File: config.mk
export PLATFORM = sky130hd
export DESIGN_NAME = imul_unit
export DESIGN_NICKNAME = d
export VERILOG_FILES = /design/src/rtl/imul_pkg.sv /design/src/rtl/imul_decode.sv /design/src/rtl/imul_operand_prep.sv /design/src/rtl/imul_iter_core.sv /design/src/rtl/imul_result_fmt.sv /design/src/rtl/imul_unit.sv
export SDC_FILE = /design/constraint.sdc
export NUM_CORES = 2
export LEC_CHECK = 0
export BUFFER_PORTS_ARGS = -buffer_cell sky130_fd_sc_hd__buf_4
export CAP_MARGIN = 10
export CORE_MARGIN = 2
export CORE_UTILIZATION = 60
export CTS_BUF_LIST = sky130_fd_sc_hd__clkbuf_4
export DETAILED_ROUTE_END_ITERATION = 10
export PLACE_DENSITY = 0.78
export REMOVE_ABC_BUFFERS = 1
export SYNTH_ARGS = -nofsm -noshare
export SYNTH_HDL_FRONTEND = slang
export SYNTH_HIERARCHICAL = 1
export SYNTH_SLANG_ARGS = --single-unit
File: constraint.sdc
create_clock -name clk -period 9.3 [get_ports clk]
set_clock_uncertainty 0.05 [all_clocks]
set_input_delay 1.86 -clock clk [delete_from_list [all_inputs] [get_ports clk]]
set_output_delay 1.86 -clock clk [all_outputs]
set_load 0.01 [all_outputs]
File: src/rtl/imul_pkg.sv
// Shared types for the multiply unit.
// Assumes: none beyond IEEE 1800-2017.
package imul_pkg;

    typedef enum logic [1:0] {
        ST_IDLE = 2'd0,
        ST_BUSY = 2'd1,
        ST_DONE = 2'd2
    } imul_state_e;

    typedef struct packed {
        logic op1_signed;
        logic op2_signed;
        logic take_high;
        logic word;
    } imul_ctrl_t;

endpackage

File: src/rtl/imul_decode.sv
// Maps the function code, word flag and extension enable to control flags.
// Assumes: only codes 000..011 belong to the multiply group; word mode is
// legal only with code 000 and a 64-bit register width.
module imul_decode
    import imul_pkg::*;
#(
    parameter int XLEN = 64
) (
    input  logic [2:0] funct3,
    input  logic       word,
    input  logic       ext_enable,
    output imul_ctrl_t ctrl,
    output logic       illegal
);

    localparam bit WORD_OK = (XLEN == 64);

    // Decode signedness and result half from the function code.
    always_comb begin
        ctrl = '0;
        ctrl.word = word;
        unique case (funct3[1:0])
            2'b00: ctrl.take_high = 1'b0;
            2'b01: begin
                ctrl.take_high  = 1'b1;
                ctrl.op1_signed = 1'b1;
                ctrl.op2_signed = 1'b1;
            end
            2'b10: begin
                ctrl.take_high  = 1'b1;
                ctrl.op1_signed = 1'b1;
            end
            default: ctrl.take_high = 1'b1;
        endcase
    end

    // Flag requests the unit cannot execute.
    always_comb begin
        illegal = !ext_enable || funct3[2];
        if (word && (!WORD_OK || funct3 != 3'b000)) illegal = 1'b1;
    end

endmodule

File: src/rtl/imul_operand_prep.sv
// Trims operands in word mode and converts them to sign and magnitude.
// Assumes: the magnitude of the most negative value fits as unsigned XLEN bits.
module imul_operand_prep #(
    parameter int XLEN = 64
) (
    input  logic [XLEN-1:0] op1,
    input  logic [XLEN-1:0] op2,
    input  logic            op1_signed,
    input  logic            op2_signed,
    input  logic            word,
    output logic [XLEN-1:0] mag1,
    output logic [XLEN-1:0] mag2,
    output logic            neg
);

    logic [XLEN-1:0] trim1, trim2;
    logic            neg1, neg2;

    generate
        if (XLEN > 32) begin : g_trim
            // Keep only the low 32 bits of each operand in word mode.
            always_comb begin
                trim1 = word ? {{(XLEN-32){1'b0}}, op1[31:0]} : op1;
                trim2 = word ? {{(XLEN-32){1'b0}}, op2[31:0]} : op2;
            end
        end else begin : g_pass
            // No narrower mode exists at this width.
            always_comb begin
                trim1 = op1;
                trim2 = op2;
            end
        end
    endgenerate

    // Form magnitudes and the sign of the final product.
    always_comb begin
        neg1 = op1_signed && trim1[XLEN-1];
        neg2 = op2_signed && trim2[XLEN-1];
        mag1 = neg1 ? (~trim1 + 1'b1) : trim1;
        mag2 = neg2 ? (~trim2 + 1'b1) : trim2;
        neg  = neg1 ^ neg2;
    end

endmodule

File: src/rtl/imul_iter_core.sv
// Unsigned shift-and-add multiplier retiring DIGIT_W multiplier bits per step.
// Assumes: the caller issues exactly enough steps to consume the significant
// multiplier bits; the accumulator then holds the exact 2*XLEN product.
module imul_iter_core #(
    parameter int XLEN    = 64,
    parameter int DIGIT_W = 8
) (
    input  logic              clk,
    input  logic              rst_n,
    input  logic              load,
    input  logic              step,
    input  logic [XLEN-1:0]   mcand_in,
    input  logic [XLEN-1:0]   mplier_in,
    output logic [2*XLEN-1:0] acc
);

    localparam int PW = 2 * XLEN;

    logic [PW-1:0]      mcand_q, acc_q, partial;
    logic [XLEN-1:0]    mplier_q;
    logic [DIGIT_W-1:0] digit;
    logic [PW-1:0]      rows [DIGIT_W];

    assign digit = mplier_q[DIGIT_W-1:0];

    generate
        for (genvar j = 0; j < DIGIT_W; j++) begin : g_row
            assign rows[j] = digit[j] ? (mcand_q << j) : '0;
        end
    endgenerate

    // Sum the partial-product rows of the current digit.
    always_comb begin
        partial = '0;
        for (int j = 0; j < DIGIT_W; j++) partial = partial + rows[j];
    end

    // Load operands, then accumulate one digit per step.
    always_ff @(posedge clk) begin
        if (!rst_n) begin
            mcand_q  <= '0;
            mplier_q <= '0;
            acc_q    <= '0;
        end else if (load) begin
            mcand_q  <= {{XLEN{1'b0}}, mcand_in};
            mplier_q <= mplier_in;
            acc_q    <= '0;
        end else if (step) begin
            acc_q    <= acc_q + partial;
            mcand_q  <= mcand_q << DIGIT_W;
            mplier_q <= mplier_q >> DIGIT_W;
        end
    end

    assign acc = acc_q;

endmodule

File: src/rtl/imul_result_fmt.sv
// Restores the product sign and selects the returned half.
// Assumes: acc is the exact unsigned product of the magnitudes.
module imul_result_fmt #(
    parameter int XLEN = 64
) (
    input  logic [2*XLEN-1:0] acc,
    input  logic              neg,
    input  logic              take_high,
    input  logic              word,
    input  logic              illegal,
    output logic [XLEN-1:0]   result
);

    logic [2*XLEN-1:0] prod;
    logic [XLEN-1:0]   word_res;

    // Apply the sign of the product.
    always_comb prod = neg ? (~acc + 1'b1) : acc;

    generate
        if (XLEN > 32) begin : g_wext
            // Sign-extend the low 32 bits for word mode.
            always_comb word_res = {{(XLEN-32){prod[31]}}, prod[31:0]};
        end else begin : g_wnone
            // Word mode is rejected at this width.
            always_comb word_res = prod[XLEN-1:0];
        end
    endgenerate

    // Pick the half the request asked for.
    always_comb begin
        if (illegal)        result = '0;
        else if (word)      result = word_res;
        else if (take_high) result = prod[2*XLEN-1:XLEN];
        else                result = prod[XLEN-1:0];
    end

endmodule

File: src/rtl/imul_unit.sv
// Multi-mode integer multiplier with request and result handshakes.
// Assumes: DIGIT_W divides 32 and XLEN; one request is in flight at a time.
module imul_unit
    import imul_pkg::*;
#(
    parameter int XLEN    = 64,
    parameter int DIGIT_W = 8
) (
    input  logic            clk,
    input  logic            rst_n,
    input  logic            in_valid,
    output logic            in_ready,
    input  logic [2:0]      in_funct3,
    input  logic            in_word,
    input  logic [XLEN-1:0] in_op1,
    input  logic [XLEN-1:0] in_op2,
    input  logic            ext_enable,
    output logic            out_valid,
    input  logic            out_ready,
    output logic [XLEN-1:0] out_result,
    output logic            out_illegal
);

    localparam int STEPS  = XLEN / DIGIT_W;
    localparam int WSTEPS = 32 / DIGIT_W;
    localparam int CNT_W  = $clog2(STEPS) + 1;

    imul_state_e       state_q;
    logic [CNT_W-1:0]  cnt_q;
    imul_ctrl_t        dec_ctrl, ctrl_q;
    logic              dec_illegal, illegal_q;
    logic              prep_neg, neg_q;
    logic [XLEN-1:0]   mag1, mag2;
    logic [2*XLEN-1:0] acc;
    logic              accept, last_step;

    imul_decode #(.XLEN(XLEN)) u_decode (
        .funct3     (in_funct3),
        .word       (in_word),
        .ext_enable (ext_enable),
        .ctrl       (dec_ctrl),
        .illegal    (dec_illegal)
    );

    imul_operand_prep #(.XLEN(XLEN)) u_prep (
        .op1        (in_op1),
        .op2        (in_op2),
        .op1_signed (dec_ctrl.op1_signed),
        .op2_signed (dec_ctrl.op2_signed),
        .word       (dec_ctrl.word),
        .mag1       (mag1),
        .mag2       (mag2),
        .neg        (prep_neg)
    );

    imul_iter_core #(.XLEN(XLEN), .DIGIT_W(DIGIT_W)) u_core (
        .clk       (clk),
        .rst_n     (rst_n),
        .load      (accept && !dec_illegal),
        .step      (state_q == ST_BUSY),
        .mcand_in  (mag1),
        .mplier_in (mag2),
        .acc       (acc)
    );

    imul_result_fmt #(.XLEN(XLEN)) u_fmt (
        .acc       (acc),
        .neg       (neg_q),
        .take_high (ctrl_q.take_high),
        .word      (ctrl_q.word),
        .illegal   (illegal_q),
        .result    (out_result)
    );

    // Handshake and step-limit terms.
    always_comb begin
        in_ready  = (state_q == ST_IDLE);
        out_valid = (state_q == ST_DONE);
        accept    = in_valid && in_ready;
        last_step = ctrl_q.word ? (cnt_q == CNT_W'(WSTEPS - 1))
                                : (cnt_q == CNT_W'(STEPS - 1));
    end

    // Sequence idle, iteration and result hold.
    always_ff @(posedge clk) begin
        if (!rst_n) begin
            state_q   <= ST_IDLE;
            cnt_q     <= '0;
            ctrl_q    <= '0;
            neg_q     <= 1'b0;
            illegal_q <= 1'b0;
        end else begin
            unique case (state_q)
                ST_IDLE: if (in_valid) begin
                    ctrl_q    <= dec_ctrl;
                    neg_q     <= prep_neg;
                    illegal_q <= dec_illegal;
                    cnt_q     <= '0;
                    state_q   <= dec_illegal ? ST_DONE : ST_BUSY;
                end
                ST_BUSY: begin
                    cnt_q <= cnt_q + 1'b1;
                    if (last_step) state_q <= ST_DONE;
                end
                ST_DONE: if (out_ready) state_q <= ST_IDLE;
                default: state_q <= ST_IDLE;
            endcase
        end
    end

    assign out_illegal = illegal_q;

endmodule

==> impl_metrics.toml <==
[clocking]
htreeDepth = 3
cts_max_path_buffers = 3
cts_resized = 0
cts_made_buffers = 99
clock_latency_ps = 1030
cts_tree = "built"
cts.sinks = 330
cts_hold_buffers = 0
clk_pin_slew_ps = 80
cts-root-buf = "clkbuf_4"
post_cts_buffers = 0

[critical_path]
r2r-end = "u_core/acc[113]$_SDFFE_PP0P_"
endpoint = "out_result[47]"
reg2reg_slack_ps = 1750
reg2reg_from = "u_core/mplier_q[6]$_SDFFE_PN0P_"
rr_worst_depth = 21
crit_type = "flip-flop to primary output"
critPathRequiredTime_ps = 7390
cp_max_fo = 10
startpoint = "u_core/acc[59]$_SDFFE_PP0P_"
worstPathArrival_ps = 5750
endpoint_kind = "primary output"
critPathLaunchType = "flip-flop"

[yosys]
ys_seq_elements = 330
syn_avg_cell_area_um2 = 7.88
synth_largest_area_cell = "fa_1"
synth_xor_area_share_pct = 4.76
synth_compound_area_share_pct = 12.1
synth_top_cell_area_share_pct = 30.2
synth_simple_gate_area_share_pct = 22.5
ys_seq_area_share_pct = 11.6
synth_top_family_by_area = "adder cells"
synth.area.mux_share_pct = 4.95
synth_common_cells = "1,150 x inv_1, 1,036 x nand2_1, 859 x fa_1"
yosys_most_used_dff = "dfxtp_1"
synth_async_sr_flop_share_pct = 0
synth_edf_count = 0
synth_area_leaders = "fa_1 30%, dfxtp_1 12%, inv_1 7.6%"
synth_cells = 7229
syn_area_mm2 = 0.0570
yosys.cell_count.top_type = "inv_1"
synth.distinct_cells = 100
synthAdderAreaFrac_pct = 33.2
yosys_warnings = 6

[floorplan]
fp-row-count = 113
die_y_um = 312
die_w_um = 312
placeableCoreArea_mm2 = 0.0946
die_area_mm2 = 0.0975
initial_utilization_pct = 60.3
io_pins = 204

[sta]
rsz0062_at_grt = "no"
worst_slack_ps = 1640
setup-violations-final = 0
timing.slew.headroom_pct = 14.1
fin_crit_ps = 7660
worstMarginPinSlew_ps = 1280
hold_viol_final = 0
max_freq_mhz = 131
finalMaxSlewViolations = 0
post-route-period-util_pct = 82.3

[finish]
n_fill_cell = 8235
multi_input_comb_area_mm2 = 0.0442
drive_gt1_share_pct = 6.96
design_area_mm2 = 0.0599
final_nets = 8239
final-seq-area_mm2 = 0.00664
fin_util_pct = 63.4
area_growth_pct = 5.16
final_cells = 8436

[route]
totalWireLength_um = 187000
drt_iter0_drc = 6334
ant_nets = 0
dr_total_vias = 52100
first_pass_iters = 6
avgViaCountPerCell = 6.17
drc_errors = 0
routedWlPerCell_um = 22.1

[power_and_ir_drop]
power_leakage_nw = 28.2
power_density_mw_per_mm2 = 59.1
max-vdd-ir-drop_mv = 0.0866
power_mw = 3.54

[placement]
port_buffers = 203
gp_congestion = 1.06
dpl_cell_area_mm2 = 0.0588
placed_cells = 8267
place_ws_ps = 1990
post-dp-hpwl_um = 145000

[global_route]
track_usage_pct = 38.7
grt_pass1_wl_um = 298000
grt_pass1_vias = 51700
grt.overflow.total = 0
grt_max_degree = 240
grt_antenna_before_repair = 4

[job]
drv_cap = 0

[status]
status = "finished clean"

[min_path]
hold_class = "flip-flop to flip-flop"
## through the flow
step                hold slack, ps  setup TNS, ps
finish                         441              0
detailed placement             432              0
global placement               421              0
global route                   448              0
floorplan                      410        -801160
CTS                            441              0
## flip-flops by register name, summed over array words and instances, names as in the netlist
register / flops
u_core/mplier_q: 64
neg_q: 1
ctrl_q: 2
u_core/mcand_q: 128
u_core/acc: 128
state_q: 2
out_illegal: 1
cnt_q: 4
## worst max-delay path, stage by stage (launching register included)
cell      delay, ps
dfxtp_1         510
nor4_1          730
nand3_1         490
nor4_1          870
or4b_4          610
o31ai_2         220
xor2_1          180
a221oi_1        840
buf_4           250
## cells in the final DEF (no fill, tap or decap), drive strengths merged, types with 161 or more instances in the layout
cell type / netlist / layout
inv: 1150 / 1154
nand2: 1036 / 1036
fa: 859 / 859
and2: 527 / 527
nor2: 363 / 363
o21ai: 337 / 337
dfxtp: 330 / 330
a21oi: 278 / 278
mux2i: 267 / 267
buf: 103 / 252
xnor2: 161 / 161
## kinds of logic (layout without fill, tap and decap cells)
| kind of cell | after synthesis | in the layout |
|---|---|---|
| and+or+nand+nor | 2593 | 2593 |
| buffers and inverters | 1631 | 1569 |
| AOI/OAI and AO/OA | 1086 | 1086 |
| adders and majority gates | 999 | 999 |
| DFF | 330 | 330 |
| xor gates and xnor gates | 310 | 310 |
| muxes | 280 | 280 |
| other | 0 | 4 |
## cell type report
class                      instances  area share (%)
multi-input combinational       5268            73.8
sequential                       330            11.1
inverter                        1152            7.23
timing repair buffer             252            3.28
tap                             1265            2.64
clock buffer                     131            1.64
clock inverter                    34           0.296
antenna                            4          0.0167
## report_power, final
group	total [mW]	internal, mW	switching, mW
combinational	0.644	0.227	0.417
sequential	1.48	1.43	0.0521
clock	1.42	0.658	0.763
## per-layer routing
layer  track usage, %  share of wire [%]
met2             57.9                 44
met5                0                  0
met3             8.94                 12
met4             11.8                3.3
met1             55.8                 41
## worst min-delay path by stage
stage / slack, ps / cells after the start / from / to
after floorplan: 410 / 2 / u_core/mcand_q[127]$_SDFFE_PP0P_ / u_core/mcand_q[127]$_SDFFE_PP0P_
after global placement: 420 / 2 / out_illegal$_SDFFE_PN0P_ / out_illegal$_SDFFE_PN0P_
after detailed placement: 430 / 2 / out_illegal$_SDFFE_PN0P_ / out_illegal$_SDFFE_PN0P_
after CTS: 440 / 2 / cnt_q[1]$_SDFFE_PN0P_ / cnt_q[1]$_SDFFE_PN0P_
after global routing: 450 / 2 / cnt_q[1]$_SDFFE_PN0P_ / cnt_q[1]$_SDFFE_PN0P_
final: 440 / 2 / cnt_q[1]$_SDFFE_PN0P_ / cnt_q[1]$_SDFFE_PN0P_
(Power assumes the default switching activity.)
